**config.mk**
```make
export PLATFORM = sky130hd
export DESIGN_NAME = casc_counter_top
export DESIGN_NICKNAME = d
export VERILOG_FILES = /design/src/rtl/nibctr_pkg.sv /design/src/rtl/nib_stage.sv /design/src/rtl/nib_chain.sv /design/src/rtl/div12_unit.sv /design/src/rtl/casc_counter_top.sv
export SDC_FILE = /design/constraint.sdc
export NUM_CORES = 1
export LEC_CHECK = 0
export ABC_CLOCK_PERIOD_IN_PS = 5300
export BUFFER_PORTS_ARGS = -buffer_cell sky130_fd_sc_hd__buf_4
export CAP_MARGIN = 20
export CORE_MARGIN = 10
export CORE_UTILIZATION = 40
export CTS_BUF_LIST = sky130_fd_sc_hd__clkbuf_8
export DETAILED_ROUTE_END_ITERATION = 8
export PLACE_DENSITY = 0.7
export SKIP_CTS_REPAIR_TIMING = 1
export SYNTH_ARGS = -nofsm -noshare
export SYNTH_HDL_FRONTEND = slang
export SYNTH_HIERARCHICAL = 1
export SYNTH_SLANG_ARGS = --single-unit
```
**constraint.sdc**
```tcl
create_clock -name clk -period 5.3 [get_ports clk]
set_clock_uncertainty 0.2 [all_clocks]
set_input_delay 0.53 -clock clk [delete_from_list [all_inputs] [get_ports clk]]
set_output_delay 0.53 -clock clk [all_outputs]
set_load 0.01 [all_outputs]
```
**src/rtl/nibctr_pkg.sv**
```systemverilog
package nibctr_pkg;
  localparam int NIB_W = 4;
  typedef logic [NIB_W-1:0] nib_t;
  typedef enum logic {
    DIV_CLR = 1'b0,
    DIV_PRE = 1'b1
  } div_mode_e;
endpackage

```
**src/rtl/nib_stage.sv**
```systemverilog
module nib_stage
  import nibctr_pkg::*;
(
  input  logic clk,
  input  logic rst,
  input  logic clr,
  input  logic load,
  input  nib_t din,
  input  logic en_p,
  input  logic en_t,
  output nib_t q,
  output logic rco
);

  always_ff @(posedge clk) begin
    if (rst || clr) begin
      q <= '0;
    end else if (load) begin
      q <= din;
    end else if (en_p && en_t) begin
      q <= q + nib_t'(1);
    end
  end

  assign rco = (&q) & en_t;

  p_clear_r2: assert property (@(posedge clk) disable iff (rst)
    clr |=> (q == '0));
  p_load_r3: assert property (@(posedge clk) disable iff (rst)
    (!clr && load) |=> (q == $past(din)));
  p_inc_r4: assert property (@(posedge clk) disable iff (rst)
    (!clr && !load && en_p && en_t) |=> (q == $past(q) + nib_t'(1)));
  p_hold_r4: assert property (@(posedge clk) disable iff (rst)
    (!clr && !load && !(en_p && en_t)) |=> $stable(q));

endmodule

```
**src/rtl/nib_chain.sv**
```systemverilog
module nib_chain
  import nibctr_pkg::*;
#(
  parameter int STAGES = 3
) (
  input  logic                      clk,
  input  logic                      rst,
  input  logic                      clr,
  input  logic                      load,
  input  logic [STAGES*NIB_W-1:0]   din,
  input  logic                      en_p,
  input  logic                      en_t,
  output logic [STAGES*NIB_W-1:0]   count,
  output logic                      carry_out
);

  localparam int CW = STAGES * NIB_W;

  logic [STAGES:0] t_link;
  nib_t            stg_q [STAGES];

  assign t_link[0] = en_t;

  for (genvar g = 0; g < STAGES; g++) begin : g_stage
    nib_stage u_stg (
      .clk  (clk),
      .rst  (rst),
      .clr  (clr),
      .load (load),
      .din  (din[g*NIB_W +: NIB_W]),
      .en_p (en_p),
      .en_t (t_link[g]),
      .q    (stg_q[g]),
      .rco  (t_link[g+1])
    );
    assign count[g*NIB_W +: NIB_W] = stg_q[g];
  end

  assign carry_out = t_link[STAGES];

  // whole chain behaves as one wide counter, carries settle in one edge
  p_step_r6: assert property (@(posedge clk) disable iff (rst)
    (!clr && !load) |=> (count == $past(count) + CW'($past(en_p && en_t))));
  p_carry_r5: assert property (@(posedge clk) disable iff (rst)
    carry_out |-> (en_t && (count == {CW{1'b1}})));
  p_wrap_r7: assert property (@(posedge clk) disable iff (rst)
    (!clr && !load && en_p && carry_out) |=> (count == '0));

endmodule

```
**src/rtl/div12_unit.sv**
```systemverilog
module div12_unit
  import nibctr_pkg::*;
#(
  parameter int DIV_LEN = 12
) (
  input  logic      clk,
  input  logic      rst,
  input  logic      clr,
  input  logic      en_p,
  input  logic      en_t,
  input  div_mode_e mode,
  output nib_t      div_q,
  output logic      pulse
);

  localparam int   SPAN      = 1 << NIB_W;
  localparam nib_t START_PRE = nib_t'(SPAN - DIV_LEN);
  localparam nib_t TERM_CLR  = nib_t'(DIV_LEN - 1);

  logic pre, en, restart, rco, wrap_clr, wrap_pre, stg_clr, stg_load;

  assign pre      = (mode == DIV_PRE);
  assign en       = en_p & en_t;
  assign restart  = rst | clr;
  assign wrap_clr = en & ~pre & (div_q == TERM_CLR);
  assign wrap_pre = pre & en_p & rco;
  assign stg_clr  = (restart & ~pre) | (~restart & wrap_clr);
  assign stg_load = (restart & pre)  | (~restart & wrap_pre);

  nib_stage u_div_stg (
    .clk  (clk),
    .rst  (1'b0),
    .clr  (stg_clr),
    .load (stg_load),
    .din  (START_PRE),
    .en_p (en_p),
    .en_t (en_t),
    .q    (div_q),
    .rco  (rco)
  );

  always_ff @(posedge clk) begin
    if (restart) begin
      pulse <= 1'b0;
    end else begin
      pulse <= wrap_clr | wrap_pre;
    end
  end

  p_wrap_clr_r8: assert property (@(posedge clk) disable iff (rst)
    (!clr && en && !pre && div_q == TERM_CLR) |=> (div_q == '0));
  p_wrap_pre_r9: assert property (@(posedge clk) disable iff (rst)
    (!clr && en && pre && div_q == nib_t'(SPAN - 1)) |=> (div_q == START_PRE));
  p_pulse_once_r10: assert property (@(posedge clk) disable iff (rst)
    pulse |=> !pulse);
  p_pulse_cause_r10: assert property (@(posedge clk) disable iff (rst)
    pulse |-> $past(en));
  p_restart_r11: assert property (@(posedge clk) disable iff (rst)
    clr |=> (div_q == ($past(pre) ? START_PRE : nib_t'(0))));
  p_hold_r11: assert property (@(posedge clk) disable iff (rst)
    (!clr && !en) |=> $stable(div_q));

endmodule

```
**src/rtl/casc_counter_top.sv**
```systemverilog
module casc_counter_top
  import nibctr_pkg::*;
#(
  parameter int STAGES  = 3,
  parameter int DIV_LEN = 12
) (
  input  logic                    clk,
  input  logic                    rst,
  input  logic                    clr,
  input  logic                    load,
  input  logic [STAGES*4-1:0]     load_data,
  input  logic                    en_p,
  input  logic                    en_t,
  input  logic                    div_mode,
  output logic [STAGES*4-1:0]     count,
  output logic                    carry_out,
  output logic [3:0]              div_count,
  output logic                    div_pulse
);

  localparam int CW = STAGES * NIB_W;

  logic [CW-1:0] chain_q;
  nib_t          div_q;
  div_mode_e     mode_sel;

  assign mode_sel = div_mode_e'(div_mode);

  nib_chain #(.STAGES(STAGES)) u_chain (
    .clk       (clk),
    .rst       (rst),
    .clr       (clr),
    .load      (load),
    .din       (load_data),
    .en_p      (en_p),
    .en_t      (en_t),
    .count     (chain_q),
    .carry_out (carry_out)
  );

  div12_unit #(.DIV_LEN(DIV_LEN)) u_div (
    .clk   (clk),
    .rst   (rst),
    .clr   (clr),
    .en_p  (en_p),
    .en_t  (en_t),
    .mode  (mode_sel),
    .div_q (div_q),
    .pulse (div_pulse)
  );

  assign count     = chain_q;
  assign div_count = div_q;

  p_reset_r1: assert property (@(posedge clk)
    rst |=> (count == '0 && !div_pulse));

endmodule

```
==> results.py <==
metrics = {
    "cells_and_area": {
        "multiInputGateArea_sq_um": 627,
        "drive_gt1_share_pct": 39.7,
        "layout_common_cells": "36 x buf_4, 17 x dfxtp_1, 13 x o21ai_0",
        "fin_nets": 175,
        "antenna_cells": 0,
        "final_common_cell": "buf_4",
        "seqCellArea_sq_um": 340,
        "fill_cells": 221,
        "syn_to_final_growth_pct": 37.9,
    },
    "synthesis": {
        "synth_cell_types": 22,
        "syn_inst": 107,
        "syn_area_sq_um": 967,
        "syn_avg_cell_area_sq_um": 9.04,
        "synth-warning-count": 6,
        "ys_ff_latch": 17,
        "yosysSeqAreaShare_pct": 35.2,
    },
    "critical_path": {
        "cp_cell_sequence": "ha_1 -> and4_2 -> and4_2 -> and4_2 -> buf_4",
        "cp-startpoint": "u_chain/g_stage[0].u_stg/q[0]",
        "path_class": "flop to output pin",
        "worst_ep_required_time_ps": 4570,
        "max_stage_delay_ps": 390,
        "cp_top_family": "simple AND/OR/NAND/NOR gates",
        "cp-end-kind": "output pin",
        "path_depth": 5,
        "crit_path_frequent_cell": "and4_2",
        "slowest_stage": "dfxtp_1",
        "r2r_start": "u_chain/g_stage[0].u_stg/q[0]",
        "worstSetupEndpoint": "carry_out",
        "path_buf_inv": 1,
        "worst-r2r-cell-count": 6,
        "cp.arrival_ps": 1730,
        "critPathLaunchType": "flop",
        "worstReg2RegEnd": "u_chain/g_stage[2].u_stg/q[0]",
        "rrSetupSlack_ps": 3280,
        "critPathMaxFanout": 4,
    },
    "timing": {
        "finalMaxSlewViolations": 0,
        "fin_tns_setup_ps": 0,
        "rsz0062_at_grt": "false",
        "period_minus_slack_ps": 2460,
        "report.final.hold_viol_count": 0,
        "setup_viol": 0,
        "period_share_pct": 46.3,
        "fmax_mhz": 407,
    },
    "grt": {
        "grt_pass1_wl_um": 4420,
        "grt_antenna_before_repair": 0,
        "grt_pass1_vias": 939,
        "grt_max_degree": 16,
        "gr-total-overflow": 0,
        "track_usage_pct": 10.6,
    },
    "worst_hold_path": {
        "worst_hold_path_type": "input pin to flop",
    },
    "outcome": {
        "status": "finished clean",
    },
    "power": {
        "p_total_w": 0.000288,
        "p_leak_nw": 0.621,
        "powerDensity_nw_per_um2": 216,
        "ir_drop_v": 0.000169,
    },
    "placed_design": {
        "hpwlAfterDp_um": 2120,
        "portBuffers": 36,
        "gp_congestion": 0.764,
    },
    "clock_tree": {
        "cts_tree": "built",
        "cts_buffers": 3,
        "cts-root-buf": "clkbuf_8",
        "numClockSinks": 17,
        "htreeDepth": 1,
        "clockBufferDepth": 2,
        "clk_pin_slew_ps": 70,
        "insertion_delay_ps": 250,
    },
    "die": {
        "io-pin-count": 37,
        "die_x_um": 69.2,
        "initial_utilization_pct": 42.9,
        "fp.dieH_um": 69.2,
        "num_rows": 17,
        "dieArea_sq_um": 4780,
        "core_sq_um": 2250,
    },
    "flow_run": {
        "max_cap_viol_count": 0,
    },
    "route": {
        "drc": 0,
        "routed_wl_um": 2620,
        "first_iter_violations": 39,
        "via_per_inst": 5.44,
        "firstDrtPassIters": 4,
        "ant_nets": 0,
        "vias": 974,
        "wl_per_cell_um": 14.6,
    },
}
-- through the flow --
step	hold WS (ps)	instance area (sq um)	worst slack [ps]	instances	utilization, %
CTS	287	1330	2830	179	59.2
finish	297	1330	2840	179	59.2
detailed placement	317	1290	2980	175	57.1
global placement	315	1290	3000	175	57.1
floorplan	327	982	3220	111	-
global route	289	1330	2740	179	59.2
-- cell usage after synthesis --
master     instances  area share, %
dfxtp_1           17             35
o21ai_0           13            6.7
nand3_1            9            4.7
nor2_1             9            3.5
xor2_1             8            7.2
a2111oi_2          4            6.2
a211o_2            4            4.1
a21oi_1            4            2.1
a31oi_1            4            2.6
and3_2             4            3.1
and4_2             4            4.1
ha_1               4            5.2
inv_1              4            1.6
nand2_2            4            2.6
o211a_1            4            4.1
or3_1              4            2.6
conb_1             2           0.78
a21boi_0           1           0.78
a21boi_1           1           0.78
nand2_1            1           0.39
nand4_1            1           0.65
nor4bb_1           1            1.0
-- per-layer routing --
| metal | GRT usage, % | vias up | share of wire (%) |
|---|---|---|---|
| met5 | 0 | - | 0 |
| met4 | 1.33 | 0 | 0.23 |
| met3 | 3.71 | 2 | 4.2 |
| met2 | 17.5 | 24 | 48 |
| met1 | 13.0 | 456 | 48 |
| li1 | - | 492 | - |
-- worst min-delay path by stage --
stage                                  startpoint                       endpoint  slack [ps]  cells past startpoint
floorplan           u_chain/g_stage[0].u_stg/q[3]  u_chain/g_stage[0].u_stg/q[3]         330                      2
global placement    u_chain/g_stage[2].u_stg/q[3]  u_chain/g_stage[2].u_stg/q[3]         320                      2
detailed placement  u_chain/g_stage[0].u_stg/q[3]  u_chain/g_stage[0].u_stg/q[3]         320                      2
CTS                                  load_data[9]  u_chain/g_stage[2].u_stg/q[1]         290                      2
global route                         load_data[9]  u_chain/g_stage[2].u_stg/q[1]         290                      2
finish                               load_data[9]  u_chain/g_stage[2].u_stg/q[1]         300                      2
-- cell type report --
cell class,count,share of cell area (%)
well taps,28,2.63
clock buffers,3,3.10
inverters,4,1.13
flip-flops and latches,17,25.5
repair buffers,36,20.3
clock inverters,1,0.375
multi-input cells,90,47.0
-- power by group --
part           switching, W  internal (W)  leakage, nW
clock             0.0000443     0.0000521       0.0255
combinational     0.0000252     0.0000260        0.456
sequential       0.00000694      0.000134        0.139
-- logic make-up (layout without fill, tap and decap cells) --
family / Yosys count / count (layout) / synth area share, %
buffers and inverters: 4 / 44 / 1.55
AND/OR/NAND/NOR: 37 / 37 / 22.6
XOR/XNOR: 8 / 8 / 7.24
adder cells (fa/ha/maj): 4 / 4 / 5.17
other: 2 / 6 / 0.776
flip-flops: 17 / 17 / 35.2
AO/OA/AOI/OAI: 35 / 35 / 27.4
-- state kept, by name, summed over array words and instances, names as in the netlist --
signal                   count
u_div/u_div_stg/q            4
u_chain/g_stage.u_stg/q     12
u_div/pulse                  1
Power figures use the tool's default switching activity.
